## src/rtl/rtc_core_pkg.sv

```systemverilog
// Shared constants for the calendar-time counter: event bit positions and
// the layout of the packed time word.
package rtc_core_pkg;
    localparam int TIME_W  = 32;
    localparam int NUM_EV  = 7;

    // Event / control bit positions (software decodes these)
    localparam int EV_SWATCH   = 0;
    localparam int EV_TOD_ALM  = 1;
    localparam int EV_STEP     = 2;
    localparam int EV_MIN_ROLL = 3;
    localparam int EV_HR_ROLL  = 4;
    localparam int EV_DAY_ROLL = 5;
    localparam int EV_FULL_ALM = 6;

    // Sub-day fields, least significant first: seconds, minutes, hours
    localparam int NUM_SUBDAY = 3;
    localparam int FIELD_LSB [NUM_SUBDAY] = '{0, 6, 12};
    localparam int FIELD_W   [NUM_SUBDAY] = '{6, 6, 5};
    localparam int FIELD_MAX [NUM_SUBDAY] = '{59, 59, 23};

    localparam int DAY_LSB = 17;
    localparam int DAY_W   = TIME_W - DAY_LSB;
    localparam int TOD_W   = DAY_LSB;
endpackage

```

## src/rtl/rtc_prescaler.sv

```systemverilog
// Time-base prescaler.
// Turns incoming oscillator ticks into counter steps. When enabled, one step
// is produced on every DIV-th tick. When disabled, the count is held at zero
// and every tick becomes a step.
// Assumes osc_tick is already synchronous to clk and lasts one cycle.
module rtc_prescaler #(
    parameter int DIV = 32768
) (
    input  logic clk,
    input  logic rst_n,
    input  logic osc_tick,
    input  logic en,
    output logic step
);
    localparam int CNT_W = (DIV > 2) ? $clog2(DIV) : 1;
    localparam logic [CNT_W-1:0] LAST = CNT_W'(DIV - 1);

    logic [CNT_W-1:0] cnt_q;

    // Step: the divided tick when enabled, the raw tick otherwise
    assign step = en ? (osc_tick && (cnt_q == LAST)) : osc_tick;

    // Tick counter: counts ticks while enabled, held at zero while disabled
    always_ff @(posedge clk) begin
        if (!rst_n || !en)
            cnt_q <= '0;
        else if (osc_tick)
            cnt_q <= (cnt_q == LAST) ? '0 : cnt_q + 1'b1;
    end

    generate
        if (DIV > 1) begin : g_div_chk

            presc_no_back_to_back_chk: assert property (@(posedge clk) disable iff (!rst_n)
                (en && $past(en) && step) |=> !step);
        end
    endgenerate
endmodule

```

## src/rtl/rtc_time_counter.sv

```systemverilog
// Packed time-word counter.
// Keeps seconds, minutes and hours in a carry chain, with a free-wrapping
// day field above them. A write loads the whole word and wins over a step
// in the same cycle. Exposes the post-step value and the carry outputs, so
// that the event logic can compare against the time being entered.
// Assumes software loads each field within its range. A field at or above
// its limit wraps on the next step.
module rtc_time_counter
    import rtc_core_pkg::*;
(
    input  logic              clk,
    input  logic              rst_n,
    input  logic              step,
    input  logic              wr,
    input  logic [TIME_W-1:0] wdata,
    output logic [TIME_W-1:0] time_q,
    output logic [TIME_W-1:0] time_next,
    output logic              advance,
    output logic [NUM_SUBDAY-1:0] roll
);
    logic [NUM_SUBDAY:0] carry;

    assign advance  = step && !wr;
    assign carry[0] = advance;

    generate
        for (genvar g = 0; g < NUM_SUBDAY; g++) begin : g_field
            localparam int LSB = FIELD_LSB[g];
            localparam int W   = FIELD_W[g];
            localparam int MAX = FIELD_MAX[g];
            logic [W-1:0] cur;
            logic [W-1:0] nxt;
            logic         at_max;

            assign cur    = time_q[LSB +: W];
            assign at_max = (cur >= W'(MAX));
            assign carry[g+1] = carry[g] && at_max;

            // Field update: increment on incoming carry, wrap at the limit
            always_comb begin
                nxt = cur;
                if (carry[g])
                    nxt = at_max ? '0 : cur + 1'b1;
            end
            assign time_next[LSB +: W] = nxt;
        end
    endgenerate

    // Day field: wraps through its full width
    assign time_next[DAY_LSB +: DAY_W] = time_q[DAY_LSB +: DAY_W]
                                       + DAY_W'(carry[NUM_SUBDAY]);
    assign roll = carry[NUM_SUBDAY:1];

    // Time register: load wins, else take the advanced value
    always_ff @(posedge clk) begin
        if (!rst_n)
            time_q <= '0;
        else if (wr)
            time_q <= wdata;
        else if (step)
            time_q <= time_next;
    end


    sec_wrap_chk: assert property (@(posedge clk) disable iff (!rst_n)
        (advance && time_q[5:0] == 6'd59) |=> (time_q[5:0] == 6'd0));

    day_carry_chk: assert property (@(posedge clk) disable iff (!rst_n)
        (advance && roll[NUM_SUBDAY-1]) |=>
        (time_q[TIME_W-1:DAY_LSB] == $past(time_q[TIME_W-1:DAY_LSB]) + 1'b1));

    load_wins_chk: assert property (@(posedge clk) disable iff (!rst_n)
        wr |=> (time_q == $past(wdata)));
endmodule

```

## src/rtl/rtc_stopwatch.sv

```systemverilog
// Countdown stopwatch.
// A nonzero count decrements once per step. The step that reaches zero
// raises a one-cycle done pulse, and the count then rests at zero. A count
// of zero is idle. A write reloads the count and suppresses that cycle's
// decrement.
module rtc_stopwatch #(
    parameter int SW_W = 16
) (
    input  logic            clk,
    input  logic            rst_n,
    input  logic            step,
    input  logic            wr,
    input  logic [SW_W-1:0] wdata,
    output logic [SW_W-1:0] cnt_q,
    output logic            done
);
    localparam logic [SW_W-1:0] ONE = SW_W'(1);

    logic dec;
    assign dec  = step && !wr && (cnt_q != '0);
    assign done = dec && (cnt_q == ONE);

    // Count register: reload on write, decrement while nonzero
    always_ff @(posedge clk) begin
        if (!rst_n)
            cnt_q <= '0;
        else if (wr)
            cnt_q <= wdata;
        else if (dec)
            cnt_q <= cnt_q - 1'b1;
    end


    sw_decrement_chk: assert property (@(posedge clk) disable iff (!rst_n)
        (step && !wr && cnt_q != '0) |=> (cnt_q == $past(cnt_q) - 1'b1));

    sw_hold_zero_chk: assert property (@(posedge clk) disable iff (!rst_n)
        (!wr && cnt_q == '0) |=> (cnt_q == '0));
endmodule

```

## src/rtl/rtc_events.sv

```systemverilog
// Event flags, alarm word and interrupt mask.
// Forms the seven event sources from the step, the carry outputs, the alarm
// compares and the stopwatch done pulse. Collects them in a sticky status
// register with write-one-to-clear, where a new event wins over its own
// clear. Drives the interrupt from the flags that the control mask enables.
module rtc_events
    import rtc_core_pkg::*;
(
    input  logic                  clk,
    input  logic                  rst_n,
    input  logic                  advance,
    input  logic [NUM_SUBDAY-1:0] roll,
    input  logic [TIME_W-1:0]     time_next,
    input  logic                  sw_done,
    input  logic                  alarm_wr,
    input  logic [TIME_W-1:0]     alarm_wdata,
    input  logic                  ctrl_wr,
    input  logic [NUM_EV-1:0]     ctrl_wdata,
    input  logic                  stat_clr,
    input  logic [NUM_EV-1:0]     stat_clr_mask,
    output logic [TIME_W-1:0]     alarm_q,
    output logic [NUM_EV-1:0]     ctrl_q,
    output logic [NUM_EV-1:0]     status_q,
    output logic                  irq
);
    logic [NUM_EV-1:0] ev;
    logic [NUM_EV-1:0] clr_bits;
    logic              tod_hit;
    logic              full_hit;

    assign tod_hit  = (time_next[TOD_W-1:0] == alarm_q[TOD_W-1:0]);
    assign full_hit = (time_next == alarm_q);

    // Event sources for this cycle
    always_comb begin
        ev              = '0;
        ev[EV_SWATCH]   = sw_done;
        ev[EV_TOD_ALM]  = advance && tod_hit;
        ev[EV_STEP]     = advance;
        ev[EV_MIN_ROLL] = advance && roll[0];
        ev[EV_HR_ROLL]  = advance && roll[1];
        ev[EV_DAY_ROLL] = advance && roll[2];
        ev[EV_FULL_ALM] = advance && full_hit;
    end

    assign clr_bits = stat_clr ? stat_clr_mask : '0;

    // Status register: clear requested bits, then set new events on top
    always_ff @(posedge clk) begin
        if (!rst_n)
            status_q <= '0;
        else
            status_q <= (status_q & ~clr_bits) | ev;
    end

    // Alarm and control registers: plain loads
    always_ff @(posedge clk) begin
        if (!rst_n) begin
            alarm_q <= '0;
            ctrl_q  <= '0;
        end else begin
            if (alarm_wr)
                alarm_q <= alarm_wdata;
            if (ctrl_wr)
                ctrl_q <= ctrl_wdata;
        end
    end

    // Interrupt: any enabled flag
    assign irq = |(status_q & ctrl_q);


    w1c_clears_chk: assert property (@(posedge clk) disable iff (!rst_n)
        (stat_clr && ((stat_clr_mask & ev) == '0)) |=>
        ((status_q & $past(stat_clr_mask)) == '0));

    event_sticks_chk: assert property (@(posedge clk) disable iff (!rst_n)
        (ev != '0) |=> ((status_q & $past(ev)) == $past(ev)));

    full_alarm_chk: assert property (@(posedge clk) disable iff (!rst_n)
        (advance && time_next == alarm_q) |=> status_q[EV_FULL_ALM]);

    irq_quiet_chk: assert property (@(posedge clk) disable iff (!rst_n)
        (ctrl_q == '0) |-> !irq);
endmodule

```

## src/rtl/rtc_core.sv

```systemverilog
// Calendar-time counter top.
// Joins the prescaler, the packed time counter, the countdown stopwatch and
// the event/interrupt logic. All loads are single-cycle strobes in the clk
// domain. Any crossing from a bus domain is done outside.
module rtc_core
    import rtc_core_pkg::*;
#(
    parameter int PRESCALE_DIV = 32768,
    parameter int SW_W         = 16
) (
    input  logic              clk,
    input  logic              rst_n,
    input  logic              osc_tick,
    input  logic              presc_en,
    input  logic              time_wr,
    input  logic [31:0]       time_wdata,
    input  logic              alarm_wr,
    input  logic [31:0]       alarm_wdata,
    input  logic              swatch_wr,
    input  logic [SW_W-1:0]   swatch_wdata,
    input  logic              ctrl_wr,
    input  logic [6:0]        ctrl_wdata,
    input  logic              stat_clr,
    input  logic [6:0]        stat_clr_mask,
    output logic [31:0]       time_q,
    output logic [31:0]       alarm_q,
    output logic [SW_W-1:0]   swatch_q,
    output logic [6:0]        ctrl_q,
    output logic [6:0]        status_q,
    output logic              irq
);
    logic                  step;
    logic                  advance;
    logic [TIME_W-1:0]     time_next;
    logic [NUM_SUBDAY-1:0] roll;
    logic                  sw_done;

    rtc_prescaler #(.DIV(PRESCALE_DIV)) u_presc (
        .clk      (clk),
        .rst_n    (rst_n),
        .osc_tick (osc_tick),
        .en       (presc_en),
        .step     (step)
    );

    rtc_time_counter u_time (
        .clk       (clk),
        .rst_n     (rst_n),
        .step      (step),
        .wr        (time_wr),
        .wdata     (time_wdata),
        .time_q    (time_q),
        .time_next (time_next),
        .advance   (advance),
        .roll      (roll)
    );

    rtc_stopwatch #(.SW_W(SW_W)) u_swatch (
        .clk   (clk),
        .rst_n (rst_n),
        .step  (step),
        .wr    (swatch_wr),
        .wdata (swatch_wdata),
        .cnt_q (swatch_q),
        .done  (sw_done)
    );

    rtc_events u_events (
        .clk           (clk),
        .rst_n         (rst_n),
        .advance       (advance),
        .roll          (roll),
        .time_next     (time_next),
        .sw_done       (sw_done),
        .alarm_wr      (alarm_wr),
        .alarm_wdata   (alarm_wdata),
        .ctrl_wr       (ctrl_wr),
        .ctrl_wdata    (ctrl_wdata),
        .stat_clr      (stat_clr),
        .stat_clr_mask (stat_clr_mask),
        .alarm_q       (alarm_q),
        .ctrl_q        (ctrl_q),
        .status_q      (status_q),
        .irq           (irq)
    );
endmodule

```

## config.mk

```make
export PLATFORM = sky130hd
export DESIGN_NAME = rtc_core
export DESIGN_NICKNAME = d
export VERILOG_FILES = /design/src/rtl/rtc_core_pkg.sv /design/src/rtl/rtc_prescaler.sv /design/src/rtl/rtc_time_counter.sv /design/src/rtl/rtc_stopwatch.sv /design/src/rtl/rtc_events.sv /design/src/rtl/rtc_core.sv
export SDC_FILE = /design/constraint.sdc
export NUM_CORES = 1
export LEC_CHECK = 0
export BUFFER_PORTS_ARGS = -buffer_cell sky130_fd_sc_hd__buf_2
export CAP_MARGIN = 20
export CORE_ASPECT_RATIO = 1.2
export CORE_MARGIN = 4
export CORE_UTILIZATION = 53
export CTS_BUF_LIST = sky130_fd_sc_hd__clkbuf_4 sky130_fd_sc_hd__clkbuf_8
export DETAILED_ROUTE_END_ITERATION = 6
export GPL_TIMING_DRIVEN = 0
export PLACE_DENSITY = 0.83
export SLEW_MARGIN = 5
export SYNTH_ARGS = -nofsm -noshare
export SYNTH_HDL_FRONTEND = slang
export SYNTH_SLANG_ARGS = --single-unit
```

## constraint.sdc

```tcl
create_clock -name clk -period 3.6 [get_ports clk]
set_input_delay 0 -clock clk [delete_from_list [all_inputs] [get_ports clk]]
set_output_delay 0 -clock clk [all_outputs]
set_load 0.05 [all_outputs]
```

==> results.json <==
{
  "status": "completed",
  "grt-ovfl-total": 0,
  "initialDrtViolationCount": 699,
  "multi_input_area_um2": 3960,
  "grt_max_degree": 18,
  "cts_max_level": 3,
  "die_w_um": 107,
  "core_um2": 11600,
  "r2r_start": "u_presc.cnt_q[1]",
  "vdd_drop_max_mv": 0.235,
  "yosysTopAreaCellShare_pct": 34.8,
  "routed.top_layer": "met4",
  "crit_path_end_kind": "flop",
  "dp_cells": 1107,
  "rows": 43,
  "switchingPower_mw": 1.02,
  "synth-warning-count": 0,
  "dp_hpwl_um": 14400,
  "wl_met1_um": 8150,
  "slew_headroom_pct": 47.3,
  "synth_nets": 867,
  "avgViaCountPerCell": 5.82,
  "async_flop_share_pct": 0,
  "synth-seq-cells": 109,
  "leakagePower_nw": 3.80,
  "yosysUniqueCellTypes": 60,
  "yosysTopAreaCell": "dfxtp_1",
  "numCtsBuffers": 9,
  "worst_pin_slew_ns": 0.791,
  "die_h_um": 127,
  "worstHoldPathType": "primary input to flop",
  "pwr_density_cell_nw_per_um2": 323,
  "synth_cells": 755,
  "cts_tree": "yes",
  "start_util_pct": 54.2,
  "avgSynthCellArea_um2": 8.31,
  "finish.instance_area_um2": 8820,
  "critPathMaxFanout": 7,
  "period_minus_slack_ns": 3.45,
  "intPower_mw": 1.83,
  "dr.pass1.iters": 6,
  "maxCapViolations": 0,
  "track_usage_pct": 31.0,
  "grt_pass1_vias": 6800,
  "antenna_found_initial": 0,
  "gp_congestion": 0.917,
  "drc": 0,
  "seq_power_share_pct": 47.6,
  "fillers": 766,
  "syn_to_final_growth_pct": 40.7,
  "reg2reg_to": "u_events.status_q[6]",
  "wl_met3_um": 2130,
  "startpoint": "u_presc.cnt_q[1]",
  "clkSlewWorstSetupHoldPaths_ns": 0.10,
  "synth_flop_cell": "dfxtp_1",
  "cts.sinks": 109,
  "wl_met2_um": 11100,
  "vias": 7177,
  "clock-root-buffer": "clkbuf_8",
  "die_area_um2": 13600,
  "clkPwrFrac_pct": 24.4,
  "clkLatencyLatePin_ns": 0.40,
  "wl_per_cell_um": 18.3,
  "grt_pass1_wl_um": 33800,
  "worstSetupPathType": "flop to flop",
  "setup.worst_path.end": "u_events.status_q[6]",
  "skew_ns": 0.0183,
  "instances_no_fill": 1233,
  "maxSlewViolCount": 0,
  "place_area_um2": 7450,
  "clock_path_buffers": 2,
  "cp.required_ns": 3.92,
  "synth_edf_count": 0,
  "drive_gt1_share_pct": 25.0,
  "combPwrFrac_pct": 28.0,
  "ys_top_cells_by_area": "dfxtp_1, mux2i_1, xnor2_1, nand2_1, nor2b_1",
  "netSwitchingFraction_pct": 35.9,
  "setup_viol": 0,
  "nets": 1183,
  "ff_latch_area_um2": 2200,
  "postRouteAntennaNets": 0,
  "finalCritPeriodShare_pct": 95.9,
  "worstRegToRegCells": 16,
  "power.total_mw": 2.85,
  "routed_wirelength_um": 22600,
  "arrival_ns": 3.77,
  "num_io_pins": 198,
  "place.port_buffers": 195,
  "max_freq_mhz": 290,
  "start_kind": "flop",
  "seq_area_frac_synth_pct": 34.8,
  "hold_viol_final": 0,
  "r2r_setup_slack_ns": 0.15,
  "synth_area_um2": 6270
}
state kept, by name, indices dropped and copies added, names as in the netlist:
name and count:
u_time.time_q 32, u_swatch.cnt_q 16, u_events.status_q 7, u_presc.cnt_q 15, u_events.alarm_q 32, u_events.ctrl_q 7
metrics by stage:
| stage | hold WS [ns] | setup TNS, ns | setup slack [ns] | util (%) |
|---|---|---|---|---|
| floorplan | 0.138 | 0 | 0.00865 | - |
| global placement | 0.223 | -1.96 | -0.699 | 64.4 |
| detailed placement | 0.227 | -2.55 | -0.807 | 64.4 |
| CTS | 0.00844 | 0 | 0.0222 | 74.7 |
| global route | 0.0196 | -0.0470 | -0.0470 | 76.3 |
| finish | 0.00404 | 0 | 0.148 | 76.3 |
kinds of logic after synthesis:
logic type,share of synthesized area (%)
AO/OA/AOI/OAI,17.6
XOR/XNOR,9.22
adder cells (fa/ha/maj),1.80
buffers and inverters,3.79
flip-flops,34.8
multiplexers,8.54
AND/OR/NAND/NOR,24.2
power groups by stage:
stage / Combinational (mW) / Sequential, mW / Clock [mW]
floorplan: 0.283 / 1.57 / 0
global placement: 0.678 / 1.37 / 0
detailed placement: 0.686 / 1.37 / 0
CTS: 0.768 / 1.35 / 0.696
global route: 0.845 / 1.37 / 0.733
finish: 0.797 / 1.36 / 0.697
cell type report:
type	instances	share of cell area [%]
Tap cell	157	2.23
Sequential cell	109	24.9
Inverter	15	0.638
Clock inverter	5	0.440
Multi-Input combinational cell	586	44.9
Timing Repair Buffer	307	23.3
Antenna cell	1	0.0284
Clock buffer	10	1.49
Buffer	43	2.08
how the worst min path moves through the flow:
stage                startpoint            endpoint  cells past startpoint
2_1_floorplan     time_wdata[0]    u_time.time_q[0]                      1
3_3_place_gp      time_wdata[0]    u_time.time_q[0]                      2
3_5_place_dp      time_wdata[0]    u_time.time_q[0]                      2
4_1_cts         swatch_wdata[9]   u_swatch.cnt_q[9]                      3
5_1_grt         swatch_wdata[9]   u_swatch.cnt_q[9]                      3
6_report       swatch_wdata[11]  u_swatch.cnt_q[11]                      3
synth_stat cells (4+ instances only):
cell type and instances:
a21oi_1 27, nor3b_1 4, buf_2 4, nand2b_1 7, nand2_1 85, and2_1 18
nand3_1 28, o2111ai_1 4, mux2i_1 49, a21boi_0 7, nor2_1 56, nor4_1 8
nor3_1 17, xnor2_1 37, xor2_1 29, dfxtp_1 109, and3_1 6, a211oi_1 8
or4_1 5, ha_1 9, nand4_1 12, o21ai_0 46, nor2b_1 48, inv_1 15
o211a_1 10, clkbuf_1 37, a311oi_1 15, o211ai_1 6
metal layers:
layer  vias up  global-route usage [%]
met4         0                    16.0
met5         -                       0
met3       121                    7.02
met2       466                    53.8
met1      3274                    35.4
li1       3316                       -
worst max-delay path: stages (launching register included):
cell and delay (ns):
dfxtp_2 0.39, ha_4 0.17, nand4_4 0.10, nor4_4 0.38, buf_6 0.18, o211ai_1 0.14
inv_1 0.11, ha_2 0.22, ha_1 0.26, xor2_1 0.16, nor2_1 0.19, nand4_1 0.15
nor3_2 0.15, nand3_1 0.13, nor4_2 0.33, o311ai_2 0.21, o21ai_1 0.14
cell usage in the layout, fill, tap and decap left out, types with 4 or more instances in the layout:
cell type,instances
buf_2,198
dfxtp_1,101
dlygate4sd3_1,95
nand2_1,85
nor2_1,56
mux2i_1,49
nor2b_1,48
o21ai_0,46
xnor2_1,37
clkbuf_1,34
xor2_1,28
a21oi_1,27
nand3_1,26
buf_4,18
and2_1,18
inv_1,15
a311oi_1,15
nor3_1,14
nand4_1,12
o211a_1,10
clkbuf_8,9
a211oi_1,8
nand2b_1,7
a21boi_0,7
o211ai_1,6
dfxtp_2,6
nor4_1,5
or4_1,5
nor3b_1,4
and3_1,4
ha_2,4
ha_1,4
clkinvlp_4,4
repair_timing:
action	in CTS	in global routing
cloned	0	0
hold buffers	95	0
setup endpoints to repair	6	5
hold endpoints to repair	91	0
resized for setup	13	22
pin swaps	3	11
buffers inserted	2	15
No activity file was read; power rests on OpenSTA's default activity.
